## src/rtl/vid_beat_formatter.sv

```systemverilog
module vid_beat_formatter #(
  parameter int COMP_BITS  = 10,
  parameter int COMP_COUNT = 3,
  localparam int IN_W    = COMP_BITS * COMP_COUNT,
  localparam int FIELD_W = ((COMP_BITS + 7) / 8) * 8,
  localparam int PAD_W   = FIELD_W - COMP_BITS,
  localparam int OUT_W   = FIELD_W * COMP_COUNT
) (
  input  logic             clk,
  input  logic             rst,
  input  logic             pix_de,
  input  logic             pix_hsync,
  input  logic             pix_vsync,
  input  logic             pix_hblank,
  input  logic             pix_vblank,
  input  logic [IN_W-1:0]  pix_data,
  output logic             beat_valid,
  output logic             beat_sof,
  output logic             beat_eol,
  output logic [OUT_W-1:0] beat_data,
  output logic             tap_hsync,
  output logic             tap_vsync,
  output logic             tap_hblank,
  output logic             tap_vblank
);

  logic            s1_de, s1_sof;
  logic [IN_W-1:0] s1_data;
  logic [3:0]      s1_tim;
  logic            vs_prev, sof_pend;
  logic            vs_rise;
  logic [OUT_W-1:0] padded;

  assign vs_rise = pix_vsync & ~vs_prev;

  always_ff @(posedge clk) begin
    if (rst) begin
      s1_de    <= 1'b0;
      s1_sof   <= 1'b0;
      s1_data  <= '0;
      s1_tim   <= '0;
      vs_prev  <= 1'b1;
      sof_pend <= 1'b0;
    end else begin
      s1_de   <= pix_de;
      s1_data <= pix_data;
      s1_tim  <= {pix_vblank, pix_hblank, pix_vsync, pix_hsync};
      vs_prev <= pix_vsync;
      if (pix_de && (sof_pend || vs_rise)) begin
        s1_sof   <= 1'b1;
        sof_pend <= 1'b0;
      end else begin
        s1_sof <= 1'b0;
        if (vs_rise) sof_pend <= 1'b1;
      end
    end
  end

  for (genvar i = 0; i < COMP_COUNT; i++) begin : g_field
    if (PAD_W == 0) begin : g_exact
      assign padded[i*FIELD_W +: FIELD_W] = s1_data[i*COMP_BITS +: COMP_BITS];
    end else begin : g_pad
      assign padded[i*FIELD_W +: FIELD_W] = {s1_data[i*COMP_BITS +: COMP_BITS], {PAD_W{1'b0}}};
    end
  end

  always_ff @(posedge clk) begin
    if (rst) begin
      beat_valid <= 1'b0;
      beat_sof   <= 1'b0;
      beat_eol   <= 1'b0;
      beat_data  <= '0;
      {tap_vblank, tap_hblank, tap_vsync, tap_hsync} <= '0;
    end else begin
      beat_valid <= s1_de;
      beat_sof   <= s1_sof;
      beat_eol   <= s1_de & ~pix_de;
      beat_data  <= s1_de ? padded : '0;
      {tap_vblank, tap_hblank, tap_vsync, tap_hsync} <= s1_tim;
    end
  end

  logic [1:0] warm;
  logic       armed;
  always_ff @(posedge clk) begin
    if (rst) warm <= '0;
    else if (warm != 2'd2) warm <= warm + 2'd1;
  end
  assign armed = (warm == 2'd2);

  p_valid_from_de_r1: assert property (@(posedge clk) disable iff (rst)
    armed |-> beat_valid == $past(pix_de, 2));
  p_eol_lookahead_r3: assert property (@(posedge clk) disable iff (rst)
    armed && beat_eol |-> !$past(pix_de, 1));
  p_eol_single_r3: assert property (@(posedge clk) disable iff (rst)
    beat_eol |=> !beat_eol);
  p_sof_on_beat_r4: assert property (@(posedge clk) disable iff (rst)
    beat_sof |-> beat_valid);
  p_top_aligned_r5: assert property (@(posedge clk) disable iff (rst)
    armed && beat_valid |-> beat_data[FIELD_W-1 -: COMP_BITS] == $past(pix_data[COMP_BITS-1:0], 2));
  p_tap_delay_r6: assert property (@(posedge clk) disable iff (rst)
    armed |-> tap_vsync == $past(pix_vsync, 2) && tap_hsync == $past(pix_hsync, 2)
           && tap_vblank == $past(pix_vblank, 2) && tap_hblank == $past(pix_hblank, 2));
  p_width_r8: assert final (IN_W >= 8 && IN_W <= 64 && OUT_W % 8 == 0);

endmodule

```

## config.mk

```make
export PLATFORM = sky130hd
export DESIGN_NAME = vid_beat_formatter
export DESIGN_NICKNAME = d
export VERILOG_FILES = /design/src/rtl/vid_beat_formatter.sv
export SDC_FILE = /design/constraint.sdc
export NUM_CORES = 1
export LEC_CHECK = 0
export BUFFER_PORTS_ARGS = -buffer_cell sky130_fd_sc_hd__buf_4
export CORE_MARGIN = 1
export CORE_UTILIZATION = 48
export CTS_BUF_LIST = sky130_fd_sc_hd__clkbuf_4 sky130_fd_sc_hd__clkbuf_8
export CTS_CLUSTER_DIAMETER = 30
export CTS_CLUSTER_SIZE = 25
export DETAILED_ROUTE_END_ITERATION = 7
export PLACE_DENSITY = 0.85
export SYNTH_ARGS = -nofsm -noshare
export SYNTH_HDL_FRONTEND = slang
export SYNTH_SLANG_ARGS = --single-unit
```

## constraint.sdc

```tcl
create_clock -name clk -period 1.2 [get_ports clk]
set_clock_uncertainty 0.2 [all_clocks]
set_input_delay 0.12 -clock clk [delete_from_list [all_inputs] [get_ports clk]]
set_output_delay 0.12 -clock clk [all_outputs]
set_load 0.01 [all_outputs]
```

==> results of run 1 <==
-- power groups by stage --
| stage | clock [uW] | combinational [uW] | sequential [uW] |
|---|---|---|---|
| after floorplan | 0 | 156 | 2660 |
| after global placement | 0 | 265 | 2650 |
| after detailed placement | 0 | 272 | 2650 |
| after CTS | 2240 | 363 | 2600 |
| after global routing | 2350 | 395 | 2600 |
| final | 2190 | 365 | 2600 |
-- placed cells by master (no fill, tap or decap) --
cell type	n
buf_4	76
dfxtp_1	75
nor2b_1	40
dlygate4sd3_1	35
and2_1	30
conb_1	18
clkbuf_8	9
bufinv_16	3
nor2b_2	1
inv_1	1
nand2b_1	1
a21boi_0	1
or2_2	1
a211oi_1	1
nor3b_1	1
clkinv_4	1
clkinv_2	1
buf_12	1
-- through the flow --
step / cells / total power (uW) / cell area [um^2] / worst slack (ns)
finish: 348 / 5152 / 3288 / 0.09509
global placement: 299 / 2916 / 2710 / 0.1368
global route: 348 / 5348 / 3288 / 0.05384
CTS: 348 / 5200 / 3288 / 0.07050
detailed placement: 299 / 2926 / 2710 / 0.1209
floorplan: 195 / 2818 / 2236 / 0.1636
-- area by class of cell --
cell class                      count  area, um^2  share of cell area
Sequential cell                    75        1501              0.4566
Tap cell                           52       65.06             0.01979
Clock buffer                        9       123.9             0.03767
Clock inverter                      5       103.9             0.03158
Multi-Input combinational cell     94       549.3              0.1670
Inverter                            1       3.754            0.001142
Timing Repair Buffer              112       940.9              0.2861
-- routing by layer --
metal / track usage / vias to the layer above / share of wire
met3: 0.04797 / 11 / 0.047
li1: - / 724 / -
met4: 0.1020 / 0 / 0.029
met1: 0.1654 / 677 / 0.37
met5: 0 / - / 0
met2: 0.3064 / 54 / 0.56
-- how the worst max path moves through the flow --
| stage | slack, ns | endpoint | start | depth (start not counted) |
|---|---|---|---|---|
| after floorplan | 0.16 | beat_data[10]$_SDFF_PP0_ | s1_de$_SDFF_PP0_ | 3 |
| after global placement | 0.14 | beat_data[26]$_SDFF_PP0_ | s1_de$_SDFF_PP0_ | 3 |
| after detailed placement | 0.12 | beat_data[38]$_SDFF_PP0_ | s1_de$_SDFF_PP0_ | 3 |
| after CTS | 0.07 | beat_data[42] | beat_data[42]$_SDFF_PP0_ | 1 |
| after global routing | 0.05 | beat_data[45]$_SDFF_PP0_ | s1_de$_SDFF_PP0_ | 3 |
| final | 0.1 | beat_data[42] | beat_data[42]$_SDFF_PP0_ | 1 |
-- kinds of logic after synthesis --
| group | share of synthesized area |
|---|---|
| AND/OR/NAND/NOR | 0.2149 |
| AO/OA/AOI/OAI | 0.006915 |
| other | 0.001726 |
| buffers and inverters | 0.08525 |
| flip-flops | 0.6912 |
==> results.json, run 1 <==
{
  "cts_tree": "built",
  "p_switching_uw": 985.0,
  "ys_warn_count": 0,
  "outcome": "complete, but fails checks",
  "synth_area_leader_cell": "dfxtp_1",
  "core_area_um2": 4354,
  "track_usage": 0.1676,
  "rows": 24,
  "grt_pass1_wl_um": 6085,
  "drtIter0Drc": 57,
  "wl_per_cell_um": 10.78,
  "clock_path_buffers": 2,
  "wl_um": 3750,
  "min_to": "s1_tim[0]$_SDFF_PP0_",
  "peakVddDrop_v": 0.001022,
  "yosys-top-cells-area": "dfxtp_1 69%, nor2b_1 12%, and2_1 8.6%",
  "period_share": 0.9208,
  "dieHeight_um": 69.27,
  "leakage_uw": 0.001518,
  "crit_buf_inv": 1,
  "ctsHtreeMaxLevel": 3,
  "hp-start": "rst",
  "cts_resized": 0,
  "routed-via-count": 1466,
  "swShare": 0.1912,
  "portBuffers": 73,
  "r2r-start": "s1_de$_SDFF_PP0_",
  "clk_latency_ns": 0.33,
  "grt_pass1_vias": 1401,
  "first_pass_iters": 3,
  "top_regs": "beat_data: 30 flops, s1_data: 30 flops, s1_tim: 4 flops",
  "drv_cap": 0,
  "initial_core_util": 0.4989,
  "worst_ep_required_time_ns": 0.88,
  "die_w_um": 69.27,
  "root_buffer": "clkbuf_8",
  "ys_seq_area_frac": 0.6912,
  "io_pins": 92,
  "grt_overflow": 0,
  "cts_buffers": 9,
  "viasPerCell": 4.213,
  "async_flop_share": 0,
  "gp_congestion": 0.6619,
  "nFillCells": 281,
  "yosys_most_used_dff": "dfxtp_1",
  "area_growth_pct": 51.38,
  "tns_ns": 0,
  "worstPathMaxFanout": 1,
  "intPower_uw": 4167,
  "synth_cells": 178,
  "synth_top_area_share": 0.6912,
  "power_density_nw_per_um2": 1567,
  "syn_area_um2": 2172,
  "fin_crit_ns": 1.105,
  "grt_antenna_before_repair": 0,
  "yosysMostFrequentCell": "dfxtp_1",
  "worst_setup_path_end_kind": "primary output",
  "crit_arrival_ns": 0.78,
  "hold_ws_ns": -0.1170,
  "setup_viol": 0,
  "fin_nets": 330,
  "crit_path_start_kind": "register",
  "crit_chain": "buf_4",
  "hold_buffers": 35,
  "p_clk_frac": 0.425,
  "hp-class": "in2reg",
  "die-area_um2": 4798,
  "violations": "hold timing",
  "regToRegEndpoint": "beat_data[31]$_SDFF_PP0_",
  "grt_setup_unrepaired": "no",
  "slowest_delay_ns": 0.34,
  "ff2ff_path_depth": 3,
  "drive_gt1_frac": 0.3142,
  "drc": 0,
  "postSynthAreaPerCell_um2": 12.20,
  "grt_max_degree": 29,
  "hold_depth": 2,
  "critPathTopFamily": "flip-flops",
  "pwr-share-comb": 0.071,
  "fmax_ghz": 0.9051,
  "cts_sinks": 75,
  "clkTransAtPathRegs_ns": 0.07,
  "cts_setup_buffers": 0,
  "slowest_stage": "dfxtp_1",
  "ant_nets": 0,
  "path_class": "reg2out",
  "power_frac_seq": 0.504,
  "dpl.hpwl_um": 2239,
  "reg2reg_setup_slack_ns": 0.11,
  "synth_cell_types": 14,
  "synth_edf_count": 0,
  "utilization": 0.7552,
  "hold_viol": 13,
  "yosys-top-cells-count": "75 x dfxtp_1, 40 x nor2b_1, 30 x and2_1, 20 x buf_4, 4 x buf_2",
  "drv_slew": 0,
  "ys_ff_latch": 75,
  "antenna_cells": 0
}
Note: power is estimated with default switching activity, not from simulation.
==> run 2, diff against run 1 <==
--- a/config.mk
+++ b/config.mk
@@ -6,6 +6,7 @@
 export NUM_CORES = 1
 export LEC_CHECK = 0
 export BUFFER_PORTS_ARGS = -buffer_cell sky130_fd_sc_hd__buf_4
+export CORE_ASPECT_RATIO = 0.8
 export CORE_MARGIN = 1
 export CORE_UTILIZATION = 48
 export CTS_BUF_LIST = sky130_fd_sc_hd__clkbuf_4 sky130_fd_sc_hd__clkbuf_8
==> run 2 against run 1 <==
  * The flow still finishes with violations (hold timing)
  * Critical path depth unchanged
  * Sequential share of layout area is 0.16 points lower
  * Sequential cell count stayed put
  * Power fell by 1.8%
  * Cell count rose by 2.0%
  * Via count fell by 3.5%
  * Critical endpoint is now beat_data[13]
  * Largest cell class unchanged
==> results.json, run 2 (synthesized netlist as in run 1, its figures left out) <==
{
  "crit_path_start_kind": "register",
  "initial_core_util": 0.5103,
  "hold_depth": 2,
  "cts_tree": "built",
  "viasPerCell": 3.986,
  "routed-via-count": 1415,
  "dpl.hpwl_um": 2370,
  "clock_path_buffers": 2,
  "hp-class": "in2reg",
  "die_w_um": 77.21,
  "path_class": "reg2out",
  "cts_buffers": 9,
  "core_area_um2": 4257,
  "io_pins": 92,
  "crit_chain": "buf_4",
  "worst_setup_path_end_kind": "primary output",
  "grt_antenna_before_repair": 0,
  "r2r-start": "s1_de$_SDFF_PP0_",
  "drtIter0Drc": 40,
  "gp_congestion": 0.6676,
  "first_pass_iters": 4,
  "top_regs": "beat_data: 30 flops, s1_data: 30 flops, s1_tim: 4 flops",
  "hold_ws_ns": -0.1527,
  "crit_arrival_ns": 0.79,
  "dieHeight_um": 62.17,
  "nFillCells": 293,
  "fmax_ghz": 0.8973,
  "wl_um": 4038,
  "layout_common_cells": "77 x buf_4, 75 x dfxtp_1, 40 x nor2b_1",
  "drive_gt1_frac": 0.3188,
  "tns_ns": 0,
  "critPathTopFamily": "flip-flops",
  "grt_pass1_vias": 1380,
  "fin_crit_ns": 1.114,
  "outcome": "complete, but fails checks",
  "worst_ep_required_time_ns": 0.88,
  "ff2ff_path_depth": 3,
  "root_buffer": "clkbuf_8",
  "slowest_stage": "dfxtp_1",
  "slowest_delay_ns": 0.34,
  "clk_latency_ns": 0.33,
  "wl_per_cell_um": 11.37,
  "crit_buf_inv": 1,
  "grt_overflow": 0,
  "drc": 0,
  "drv_cap": 0,
  "reg2reg_setup_slack_ns": 0.11,
  "antenna_cells": 0,
  "power_density_nw_per_um2": 1534,
  "clkTransAtPathRegs_ns": 0.07,
  "grt_setup_unrepaired": "no",
  "hold_viol": 9,
  "utilization": 0.7751,
  "fin_nets": 331,
  "ctsHtreeMaxLevel": 3,
  "portBuffers": 73,
  "leakage_uw": 0.001523,
  "final_common_cell": "buf_4",
  "regToRegEndpoint": "beat_data[40]$_SDFF_PP0_",
  "die-area_um2": 4800,
  "grt_max_degree": 26,
  "track_usage": 0.1907,
  "setup_viol": 0,
  "rows": 21,
  "violations": "hold timing",
  "hp-start": "rst",
  "hold_buffers": 35,
  "cts_sinks": 75,
  "min_to": "s1_data[16]$_SDFF_PP0_",
  "drv_slew": 0,
  "worstPathMaxFanout": 1,
  "grt_pass1_wl_um": 6479,
  "peakVddDrop_v": 0.001072,
  "ant_nets": 0,
  "area_growth_pct": 51.90,
  "period_share": 0.9287
}
-- run 2: cell types whose count changed in the layout (fill, tap and decap cells not counted) --
cell       previous run  this run
buf_4                76        77
bufinv_16             3         2
clkbuf_8              9        11
-- run 2: per-stage QoR --
stage          setup WS (ns)  cell area [um^2]  std cells  total power [uW]
2_1_floorplan         0.1636              2236        195              2818
3_3_place_gp          0.1385              2724        305              2920
3_5_place_dp          0.1150              2724        305              2928
4_1_cts              0.06486              3299        355              5104
5_1_grt             0.006129              3299        355              5294
6_report             0.08551              3299        355              5060
-- run 2: worst max path at each step --
stage,depth (start not counted),slack [ns],from,end
after floorplan,3,0.16,s1_de$_SDFF_PP0_,beat_data[10]$_SDFF_PP0_
after global placement,3,0.14,s1_de$_SDFF_PP0_,beat_data[13]$_SDFF_PP0_
after detailed placement,3,0.11,s1_de$_SDFF_PP0_,beat_data[40]$_SDFF_PP0_
after CTS,1,0.06,beat_data[13]$_SDFF_PP0_,beat_data[13]
after global routing,3,0.006,s1_de$_SDFF_PP0_,beat_data[40]$_SDFF_PP0_
final,1,0.09,beat_data[13]$_SDFF_PP0_,beat_data[13]
-- run 2: repair_timing --
item,4_1_cts,5_1_grt
hold endpoints to repair,39,8
setup buffers,0,0
resized for setup,0,0
-- run 2: area by class of cell --
cell class | instances | area, um^2 | share of cell area
clock buffers | 11 | 151.4 | 0.04589
clock inverters | 4 | 73.82 | 0.02237
inverters | 1 | 3.754 | 0.001138
multi-input cells | 94 | 549.3 | 0.1665
flip-flops and latches | 75 | 1501 | 0.4551
well taps | 57 | 71.32 | 0.02162
repair buffers | 113 | 948.4 | 0.2874
-- run 2: layer usage --
| layer | up-vias | GRT usage | routed length [um] |
|---|---|---|---|
| met2 | 55 | 0.3617 | 2240 |
| met4 | 0 | 0.07311 | 70 |
| met3 | 7 | 0.09118 | 279 |
| met5 | - | 0 | 0 |
| li1 | 728 | - | - |
| met1 | 625 | 0.1720 | 1447 |
-- run 2: where the power goes --
part | internal (uW) | switching (uW) | leakage (uW)
combinational | 234 | 136 | 0.000791
sequential | 2580 | 19.0 | 0.000616
clock | 1270 | 821 | 0.000115
